[src/rtl/mesi_pkg.sv]
package mesi_pkg;

  typedef enum logic [1:0] {
    LN_INV = 2'b00,
    LN_SHR = 2'b01,
    LN_EXC = 2'b10,
    LN_MOD = 2'b11
  } line_st_e;

  typedef enum logic [2:0] {
    BC_IDLE  = 3'd0,
    BC_READ  = 3'd1,
    BC_RWITM = 3'd2,
    BC_UPGR  = 3'd3,
    BC_WBACK = 3'd4
  } bus_cmd_e;

  typedef enum logic {
    FS_IDLE = 1'b0,
    FS_BUSY = 1'b1
  } fsm_e;

endpackage

[src/rtl/mesi_line_store.sv]
module mesi_line_store
  import mesi_pkg::*;
#(
  parameter int LINES  = 4,
  parameter int TAG_W  = 6,
  parameter int DATA_W = 16,
  localparam int IDX_W = $clog2(LINES)
) (
  input  logic                         clk,
  input  logic                         rst_n,
  input  logic                         lw_en,
  input  logic [IDX_W-1:0]             lw_idx,
  input  line_st_e                     lw_state,
  input  logic [TAG_W-1:0]             lw_tag,
  input  logic [DATA_W-1:0]            lw_data,
  input  logic                         sw_en,
  input  logic [IDX_W-1:0]             sw_idx,
  input  line_st_e                     sw_state,
  output line_st_e [LINES-1:0]         st_o,
  output logic [LINES-1:0][TAG_W-1:0]  tag_o,
  output logic [LINES-1:0][DATA_W-1:0] data_o
);

  for (genvar g = 0; g < LINES; g++) begin : g_line
    line_st_e          st_q, st_d;
    logic [TAG_W-1:0]  tag_q;
    logic [DATA_W-1:0] data_q;
    logic              loc_sel, snp_sel;

    assign loc_sel = lw_en && (lw_idx == IDX_W'(g));
    assign snp_sel = sw_en && (sw_idx == IDX_W'(g));

    // snoop updates win over local ones
    always_comb begin
      st_d = st_q;
      if (snp_sel)      st_d = sw_state;
      else if (loc_sel) st_d = lw_state;
    end

    always_ff @(posedge clk or negedge rst_n) begin
      if (!rst_n) st_q <= LN_INV;
      else        st_q <= st_d;
    end

    always_ff @(posedge clk) begin
      if (loc_sel && !snp_sel) begin
        tag_q  <= lw_tag;
        data_q <= lw_data;
      end
    end

    assign st_o[g]   = st_q;
    assign tag_o[g]  = tag_q;
    assign data_o[g] = data_q;
  end

endmodule

[src/rtl/mesi_snoop_unit.sv]
module mesi_snoop_unit
  import mesi_pkg::*;
#(
  parameter int LINES  = 4,
  parameter int ADDR_W = 8,
  parameter int DATA_W = 16,
  localparam int IDX_W = $clog2(LINES),
  localparam int TAG_W = ADDR_W - IDX_W
) (
  input  logic                         clk,
  input  logic                         rst_n,
  input  logic                         snp_valid,
  input  logic [2:0]                   snp_cmd,
  input  logic [ADDR_W-1:0]            snp_addr,
  input  line_st_e [LINES-1:0]         st_i,
  input  logic [LINES-1:0][TAG_W-1:0]  tag_i,
  input  logic [LINES-1:0][DATA_W-1:0] data_i,
  output logic                         snp_hit,
  output logic                         snp_flush,
  output logic [DATA_W-1:0]            snp_data,
  output logic                         sw_en,
  output logic [IDX_W-1:0]             sw_idx,
  output line_st_e                     sw_state
);

  logic [IDX_W-1:0] s_idx;
  logic [TAG_W-1:0] s_tag;
  line_st_e         s_st;
  logic             s_match, is_rd, is_inv;

  assign s_idx   = snp_addr[IDX_W-1:0];
  assign s_tag   = snp_addr[ADDR_W-1:IDX_W];
  assign s_st    = st_i[s_idx];
  assign s_match = snp_valid && (s_st != LN_INV) && (tag_i[s_idx] == s_tag);
  assign is_rd   = (snp_cmd == BC_READ);
  assign is_inv  = (snp_cmd == BC_RWITM) || (snp_cmd == BC_UPGR);

  always_comb begin
    snp_hit   = s_match && is_rd;
    snp_flush = s_match && (s_st == LN_MOD) && (is_rd || is_inv);
    snp_data  = data_i[s_idx];
    sw_en     = s_match && (is_rd || is_inv);
    sw_idx    = s_idx;
    sw_state  = is_rd ? LN_SHR : LN_INV;
  end


  rd_snoop_share_chk: assert property (@(posedge clk) disable iff (!rst_n)
    (snp_valid && is_rd && snp_hit) |=> (st_i[$past(s_idx)] == LN_SHR));


  inv_snoop_drop_chk: assert property (@(posedge clk) disable iff (!rst_n)
    (snp_valid && is_inv && s_match) |=> (st_i[$past(s_idx)] == LN_INV));


  snoop_miss_stable_chk: assert property (@(posedge clk) disable iff (!rst_n)
    (snp_valid && !s_match) |=> $stable(st_i));

endmodule

[src/rtl/mesi_proc_fsm.sv]
module mesi_proc_fsm
  import mesi_pkg::*;
#(
  parameter int LINES  = 4,
  parameter int ADDR_W = 8,
  parameter int DATA_W = 16,
  localparam int IDX_W = $clog2(LINES),
  localparam int TAG_W = ADDR_W - IDX_W
) (
  input  logic                         clk,
  input  logic                         rst_n,
  input  logic                         cpu_req,
  input  logic                         cpu_we,
  input  logic [ADDR_W-1:0]            cpu_addr,
  input  logic [DATA_W-1:0]            cpu_wdata,
  output logic                         cpu_ready,
  output logic                         cpu_done,
  output logic [DATA_W-1:0]            cpu_rdata,
  input  logic                         snp_valid,
  output logic                         bus_req,
  input  logic                         bus_gnt,
  output logic [2:0]                   bus_cmd,
  output logic [ADDR_W-1:0]            bus_addr,
  output logic [DATA_W-1:0]            bus_wdata,
  input  logic [DATA_W-1:0]            bus_rdata,
  input  logic                         bus_shared_in,
  input  line_st_e [LINES-1:0]         st_i,
  input  logic [LINES-1:0][TAG_W-1:0]  tag_i,
  input  logic [LINES-1:0][DATA_W-1:0] data_i,
  output logic                         lw_en,
  output logic [IDX_W-1:0]             lw_idx,
  output line_st_e                     lw_state,
  output logic [TAG_W-1:0]             lw_tag,
  output logic [DATA_W-1:0]            lw_data
);

  fsm_e              fsm_q, fsm_d;
  logic              done_q, done_d;
  logic              req_we_q;
  logic [ADDR_W-1:0] req_addr_q;
  logic [DATA_W-1:0] req_wdata_q, rdata_q, rdata_d;
  logic              accept, rdata_en;
  logic [IDX_W-1:0]  req_idx;
  logic [TAG_W-1:0]  req_tag;
  line_st_e          cur_st;
  logic [TAG_W-1:0]  cur_tag;
  logic [DATA_W-1:0] cur_data;
  logic              tag_hit, local_rd, local_wr;
  bus_cmd_e          cmd_w;

  assign accept   = (fsm_q == FS_IDLE) && cpu_req;
  assign req_idx  = req_addr_q[IDX_W-1:0];
  assign req_tag  = req_addr_q[ADDR_W-1:IDX_W];
  assign cur_st   = st_i[req_idx];
  assign cur_tag  = tag_i[req_idx];
  assign cur_data = data_i[req_idx];
  assign tag_hit  = (cur_st != LN_INV) && (cur_tag == req_tag);
  assign local_rd = tag_hit && !req_we_q;
  assign local_wr = tag_hit && req_we_q && ((cur_st == LN_EXC) || (cur_st == LN_MOD));

  always_comb begin
    fsm_d     = fsm_q;
    done_d    = 1'b0;
    rdata_d   = rdata_q;
    rdata_en  = 1'b0;
    bus_req   = 1'b0;
    cmd_w     = BC_IDLE;
    bus_addr  = req_addr_q;
    bus_wdata = cur_data;
    lw_en     = 1'b0;
    lw_idx    = req_idx;
    lw_state  = cur_st;
    lw_tag    = req_tag;
    lw_data   = cur_data;
    case (fsm_q)
      FS_IDLE: if (cpu_req) fsm_d = FS_BUSY;
      FS_BUSY: begin
        if (local_rd || local_wr) begin
          if (!snp_valid) begin
            done_d = 1'b1;
            fsm_d  = FS_IDLE;
            if (local_rd) begin
              rdata_d  = cur_data;
              rdata_en = 1'b1;
            end else begin
              lw_en    = 1'b1;
              lw_state = LN_MOD;
              lw_data  = req_wdata_q;
            end
          end
        end else begin
          bus_req = 1'b1;
          if (tag_hit)                cmd_w = BC_UPGR;
          else if (cur_st == LN_MOD)  cmd_w = BC_WBACK;
          else if (req_we_q)          cmd_w = BC_RWITM;
          else                        cmd_w = BC_READ;
          if (cmd_w == BC_WBACK) bus_addr = {cur_tag, req_idx};
          if (bus_gnt) begin
            lw_en = 1'b1;
            case (cmd_w)
              BC_WBACK: begin
                lw_state = LN_INV;
                lw_tag   = cur_tag;
              end
              BC_READ: begin
                lw_state = bus_shared_in ? LN_SHR : LN_EXC;
                lw_data  = bus_rdata;
                rdata_d  = bus_rdata;
                rdata_en = 1'b1;
                done_d   = 1'b1;
                fsm_d    = FS_IDLE;
              end
              default: begin
                lw_state = LN_MOD;
                lw_data  = req_wdata_q;
                done_d   = 1'b1;
                fsm_d    = FS_IDLE;
              end
            endcase
          end
        end
      end
      default: fsm_d = FS_IDLE;
    endcase
  end

  always_ff @(posedge clk or negedge rst_n) begin
    if (!rst_n) begin
      fsm_q  <= FS_IDLE;
      done_q <= 1'b0;
    end else begin
      fsm_q  <= fsm_d;
      done_q <= done_d;
    end
  end

  always_ff @(posedge clk) begin
    if (accept) begin
      req_we_q    <= cpu_we;
      req_addr_q  <= cpu_addr;
      req_wdata_q <= cpu_wdata;
    end
    if (rdata_en) rdata_q <= rdata_d;
  end

  assign cpu_ready = (fsm_q == FS_IDLE);
  assign cpu_done  = done_q;
  assign cpu_rdata = rdata_q;
  assign bus_cmd   = cmd_w;


  req_hold_chk: assert property (@(posedge clk) disable iff (!rst_n)
    (bus_req && !bus_gnt) |=> bus_req);


  done_pulse_chk: assert property (@(posedge clk) disable iff (!rst_n)
    cpu_done |=> !cpu_done);


  snoop_defer_chk: assert property (@(posedge clk) disable iff (!rst_n)
    snp_valid |=> !cpu_done);


  idle_quiet_chk: assert property (@(posedge clk) disable iff (!rst_n)
    cpu_ready |-> !bus_req);


  fill_state_chk: assert property (@(posedge clk) disable iff (!rst_n)
    (bus_gnt && bus_req && cmd_w == BC_READ) |=>
      (st_i[$past(req_idx)] == ($past(bus_shared_in) ? LN_SHR : LN_EXC)));

endmodule

[src/rtl/mesi_line_ctrl.sv]
module mesi_line_ctrl
  import mesi_pkg::*;
#(
  parameter int LINES  = 4,
  parameter int ADDR_W = 8,
  parameter int DATA_W = 16
) (
  input  logic              clk,
  input  logic              rst_n,
  input  logic              cpu_req,
  input  logic              cpu_we,
  input  logic [ADDR_W-1:0] cpu_addr,
  input  logic [DATA_W-1:0] cpu_wdata,
  output logic              cpu_ready,
  output logic              cpu_done,
  output logic [DATA_W-1:0] cpu_rdata,
  output logic              bus_req,
  input  logic              bus_gnt,
  output logic [2:0]        bus_cmd,
  output logic [ADDR_W-1:0] bus_addr,
  output logic [DATA_W-1:0] bus_wdata,
  input  logic [DATA_W-1:0] bus_rdata,
  input  logic              bus_shared_in,
  input  logic              snp_valid,
  input  logic [2:0]        snp_cmd,
  input  logic [ADDR_W-1:0] snp_addr,
  output logic              snp_hit,
  output logic              snp_flush,
  output logic [DATA_W-1:0] snp_data
);

  localparam int IDX_W = $clog2(LINES);
  localparam int TAG_W = ADDR_W - IDX_W;

  logic [1:0] rst_sync_q;
  logic       rst_n_s;

  always_ff @(posedge clk or negedge rst_n) begin
    if (!rst_n) rst_sync_q <= 2'b00;
    else        rst_sync_q <= {rst_sync_q[0], 1'b1};
  end
  assign rst_n_s = rst_sync_q[1];

  line_st_e [LINES-1:0]         st_w;
  logic [LINES-1:0][TAG_W-1:0]  tag_w;
  logic [LINES-1:0][DATA_W-1:0] data_w;
  logic                         lw_en, sw_en;
  logic [IDX_W-1:0]             lw_idx, sw_idx;
  line_st_e                     lw_state, sw_state;
  logic [TAG_W-1:0]             lw_tag;
  logic [DATA_W-1:0]            lw_data;

  mesi_line_store #(.LINES(LINES), .TAG_W(TAG_W), .DATA_W(DATA_W)) u_store (
    .clk      (clk),
    .rst_n    (rst_n_s),
    .lw_en    (lw_en),
    .lw_idx   (lw_idx),
    .lw_state (lw_state),
    .lw_tag   (lw_tag),
    .lw_data  (lw_data),
    .sw_en    (sw_en),
    .sw_idx   (sw_idx),
    .sw_state (sw_state),
    .st_o     (st_w),
    .tag_o    (tag_w),
    .data_o   (data_w)
  );

  mesi_snoop_unit #(.LINES(LINES), .ADDR_W(ADDR_W), .DATA_W(DATA_W)) u_snoop (
    .clk       (clk),
    .rst_n     (rst_n_s),
    .snp_valid (snp_valid),
    .snp_cmd   (snp_cmd),
    .snp_addr  (snp_addr),
    .st_i      (st_w),
    .tag_i     (tag_w),
    .data_i    (data_w),
    .snp_hit   (snp_hit),
    .snp_flush (snp_flush),
    .snp_data  (snp_data),
    .sw_en     (sw_en),
    .sw_idx    (sw_idx),
    .sw_state  (sw_state)
  );

  mesi_proc_fsm #(.LINES(LINES), .ADDR_W(ADDR_W), .DATA_W(DATA_W)) u_fsm (
    .clk           (clk),
    .rst_n         (rst_n_s),
    .cpu_req       (cpu_req),
    .cpu_we        (cpu_we),
    .cpu_addr      (cpu_addr),
    .cpu_wdata     (cpu_wdata),
    .cpu_ready     (cpu_ready),
    .cpu_done      (cpu_done),
    .cpu_rdata     (cpu_rdata),
    .snp_valid     (snp_valid),
    .bus_req       (bus_req),
    .bus_gnt       (bus_gnt),
    .bus_cmd       (bus_cmd),
    .bus_addr      (bus_addr),
    .bus_wdata     (bus_wdata),
    .bus_rdata     (bus_rdata),
    .bus_shared_in (bus_shared_in),
    .st_i          (st_w),
    .tag_i         (tag_w),
    .data_i        (data_w),
    .lw_en         (lw_en),
    .lw_idx        (lw_idx),
    .lw_state      (lw_state),
    .lw_tag        (lw_tag),
    .lw_data       (lw_data)
  );

endmodule

[config.mk]
export PLATFORM = sky130hd
export DESIGN_NAME = mesi_line_ctrl
export DESIGN_NICKNAME = d
export VERILOG_FILES = /design/src/rtl/mesi_pkg.sv /design/src/rtl/mesi_line_store.sv /design/src/rtl/mesi_snoop_unit.sv /design/src/rtl/mesi_proc_fsm.sv /design/src/rtl/mesi_line_ctrl.sv
export SDC_FILE = /design/constraint.sdc
export NUM_CORES = 1
export LEC_CHECK = 0
export BUFFER_PORTS_ARGS = -buffer_cell sky130_fd_sc_hd__clkbuf_2
export CAP_MARGIN = 20
export CORE_ASPECT_RATIO = 0.7
export CORE_MARGIN = 2
export CORE_UTILIZATION = 30
export DETAILED_ROUTE_END_ITERATION = 7
export GPL_TIMING_DRIVEN = 0
export PLACE_DENSITY = 0.51
export SLEW_MARGIN = 30
export SYNTH_ARGS = -nofsm -noshare
export SYNTH_HDL_FRONTEND = slang
export SYNTH_HIERARCHICAL = 1
export SYNTH_SLANG_ARGS = --single-unit
[constraint.sdc]
create_clock -name clk -period 2.6 [get_ports clk]
set_clock_uncertainty 0.2 [all_clocks]
set_input_delay 0.26 -clock clk [delete_from_list [all_inputs] [get_ports clk]]
set_output_delay 0.26 -clock clk [all_outputs]
set_load 0.03 [all_outputs]
==> out/summary.txt <==
Mapped Area = 0.00708 mm2
Max-slew violations = 0
DIE HEIGHT = 133 um
Worst Path Required = 2.53 ns
Commonest non-fill, non-tap cell in the layout = edfxtp_1
Max FO, Critical Path = 11
Sw frac = 33.7%
Routability cong. = 0.801
Slew margin rel. = 44.0%
Most common flop cell mapped by yosys = edfxtp_1
Final hold vios = 10
Register area share after synthesis = 58.9%
Combinational cell fraction of total power = 42.1%
Num CTS Buffers = 17
Failing checks = hold timing, setup timing
Vias per inst = 5.02
Maximum VDD drop = 0.546 mV
Worst-Margin Slew = 0.840 ns
CP endpoint kind = flip-flop
Htree depth = 4
Max stage delay on crit path = 0.55 ns
Largest net degree at the start of global routing = 17
Reg2reg setup slack = -0.82 ns
Reg clk slew, reported paths = 0.06 ns
Reg-to-Reg Start = u_fsm/req_addr_q[0]$_DFFE_PP_
DR iter-0 viols = 438
Global-route wire length before repair = 33900 um
# clock sinks = 141
Number of remaining DRC errors = 0
Layout area overhead = 55.9%
Share of layout cells above drive strength 1 = 56.4%
Critical-path cell with the highest stage delay = mux4_2
Initial antenna violation count = 0
Sw power = 3300 uW
Number of synthesized flops with an enable pin = 129
CP top delay family = buffers and inverters
Post-route insts no fill = 1058
Worst skew pair latency = 0.42 ns
Final min period = 3.42 ns
Max cap viols = 0
Final Net Count = 792
Yosys reg bits = 141
Clock Power Share = 25.1%
# IOs = 122
Total Routing Usage GR = 18.7%
Worst min-delay path category = reg -> async
Worst path bufs/invs = 6
CP cell instances = buf_6 > buf_12 > mux4_2 > buf_8 > o2111ai_4 > buf_6 > o21ai_4 > nand2_4 > or3b_4 > buf_12 > nor2b_4 > buf_12
Reg-to-reg endpoint = u_store/g_line[0].tag_q[4]$_DFFE_PP_
Cell Pwr Density = 886 mW/mm2
Die W = 188 um
Most frequent cells in the layout = edfxtp_1 (129), clkbuf_2 (98), buf_4 (63)
CTS tree = built
DR WL/cell = 21.7 um
Setup ws final = -0.823 ns
LEAKAGE = 0.00436 uW
Quantity of I/O buffers inserted on ports = 119
Synth Instances = 448
Startpoint Class = flip-flop
FF-to-FF path depth = 12
Mean Syn Cell Area = 15.8 um2
Post-Syn Nets = 506
# diodes = 0
Antenna viol nets, final = 0
RSZ-0062 raised after global routing = true
CTS root buffer = clkbuf_16
WS Path Type = reg -> reg
GR Overflow Total = 0
Async set or reset register ratio after synthesis = 8.51%
Initial Utilization = 30.9%
Vias in the first global route = 5436
Fmax = 292 MHz
Most frequent cell on the critical path = buf_12
Max Buffers Root-to-Sink = 2
Yosys warnings = 6
Netlist cell types = 55
HPWL Detailed = 13900 um
Core area = 0.0229 mm2
Setup violations, final = 244
Internal Power = 6480 uW
Placed Cells = 880
Vias = 5308
DIE AREA = 0.0249 mm2
Site row count = 46
Detailed Route WL = 22900 um
Hold_ws = -0.0214 ns
Pre-Repair DR Iteration Count = 5
Outcome = complete, but fails checks
Final period util = 132%
Sequential share of power = 32.8%
Arr. time, crit path = 3.35 ns
==> power by group through the flow <==
stage               Sequential (uW)  Clock [uW]  Combinational, uW
detailed placement             3230           0               2800
global placement               3220           0               2720
global route                   3240        2600               4340
finish                         3210        2460               4120
floorplan                      3240           0               1920
CTS                            3200        2510               3910
==> cell type report <==
| cell class | instances | area (um2) |
|---|---|---|
| plain buffers | 28 | 278 |
| clock buffers | 17 | 425 |
| clock inverters | 14 | 168 |
| fillers | 2025 | 11900 |
| inverters | 20 | 75.1 |
| multi-input cells | 262 | 3160 |
| flip-flops and latches | 141 | 4170 |
| well taps | 312 | 390 |
| repair buffers | 264 | 2370 |
==> Yosys cell counts, drive strengths merged, types with 2 or more instances <==
cell type | instances | share of area [%]
edfxtp | 129 | 55
mux4 | 44 | 14
mux2 | 28 | 4.5
nand2 | 27 | 1.4
buf | 25 | 2.6
o21ai | 24 | 1.7
inv | 20 | 1.1
nor2 | 19 | 1.1
mux2i | 17 | 2.4
o211ai | 15 | 2.3
a21oi | 12 | 1.0
dfrtp | 12 | 4.2
xnor2 | 11 | 1.5
nand3 | 8 | 0.64
nor3 | 7 | 0.57
nor2b | 6 | 0.53
nand3b | 5 | 0.53
xor2 | 5 | 0.62
clkbuf | 4 | 0.21
and3 | 3 | 0.27
nand4 | 3 | 0.35
a211oi | 2 | 0.46
and2 | 2 | 0.18
conb | 2 | 0.11
o21a | 2 | 0.21
or3 | 2 | 0.18
or3b | 2 | 0.28
==> worst max path at each step <==
stage | from | to | slack, ns | depth (start not counted)
6_report | u_fsm/req_addr_q[0]$_DFFE_PP_ | u_store/g_line[0].tag_q[4]$_DFFE_PP_ | -0.82 | 12
5_1_grt | u_fsm/req_addr_q[0]$_DFFE_PP_ | bus_addr[4] | -0.93 | 8
4_1_cts | u_fsm/req_addr_q[0]$_DFFE_PP_ | bus_addr[4] | -0.86 | 9
3_5_place_dp | u_fsm/req_addr_q[1]$_DFFE_PP_ | u_store/g_line[0].data_q[10]$_DFFE_PP_ | -1.56 | 8
3_3_place_gp | u_fsm/req_addr_q[0]$_DFFE_PP_ | u_store/g_line[0].data_q[10]$_DFFE_PP_ | -1.51 | 8
2_1_floorplan | u_fsm/req_addr_q[0]$_DFFE_PP_ | u_store/g_line[0].data_q[0]$_DFFE_PP_ | -0.80 | 9
==> state kept, by name (all words and copies together) (netlist names) <==
name,flops
u_store/g_line.data_q,64
u_store/g_line.tag_q,24
u_fsm/cpu_rdata,16
u_fsm/req_wdata_q,16
u_fsm/req_addr_q,8
u_store/g_line.st_q,8
rst_sync_q,2
u_fsm/cpu_done,1
u_fsm/fsm_q,1
u_fsm/req_we_q,1
==> routing by layer <==
metal / vias up / GRT usage [%] / wire, um
li1: 2354 / - / -
met3: 24 / 3.77 / 1170
met2: 214 / 28.5 / 10400
met4: 0 / 6.30 / 397
met1: 2716 / 26.8 / 10900
met5: - / 0 / 0
==> cells by family (layout without fill, tap and decap cells) <==
logic type,count (synthesis),after routing,synth area share [%]
compound gates,64,64,7.67
xor+xnor,16,16,2.08
buf+inv,49,343,3.87
flops,141,141,58.9
mux,89,89,20.8
other cells,2,2,0.106
simple gates,87,91,6.48
==> per-stage QoR <==
stage / instance area, um2 / TNS, ns / total power [uW] / setup WS (ns) / util (%)
floorplan: 7310 / -94.87 / 5160 / -0.798 / -
global placement: 8300 / -268.08 / 5950 / -1.51 / 36.2
detailed placement: 8330 / -257.01 / 6040 / -1.56 / 36.4
CTS: 10900 / -150.75 / 9620 / -0.860 / 47.5
global route: 11000 / -177.45 / 10200 / -0.932 / 48.2
finish: 11000 / -148.19 / 9780 / -0.823 / 48.2
==> what timing repair did <==
item / 4_1_cts / 5_1_grt
hold endpoints to repair: 76 / 0
buffers inserted: 87 / 19
resized for setup: 135 / 41
endpoints found under the setup margin: 239 / 246
hold buffers: 43 / 0
pin swaps: 26 / 16
cloned: 9 / 0
No activity file was read; power rests on OpenSTA's default activity.
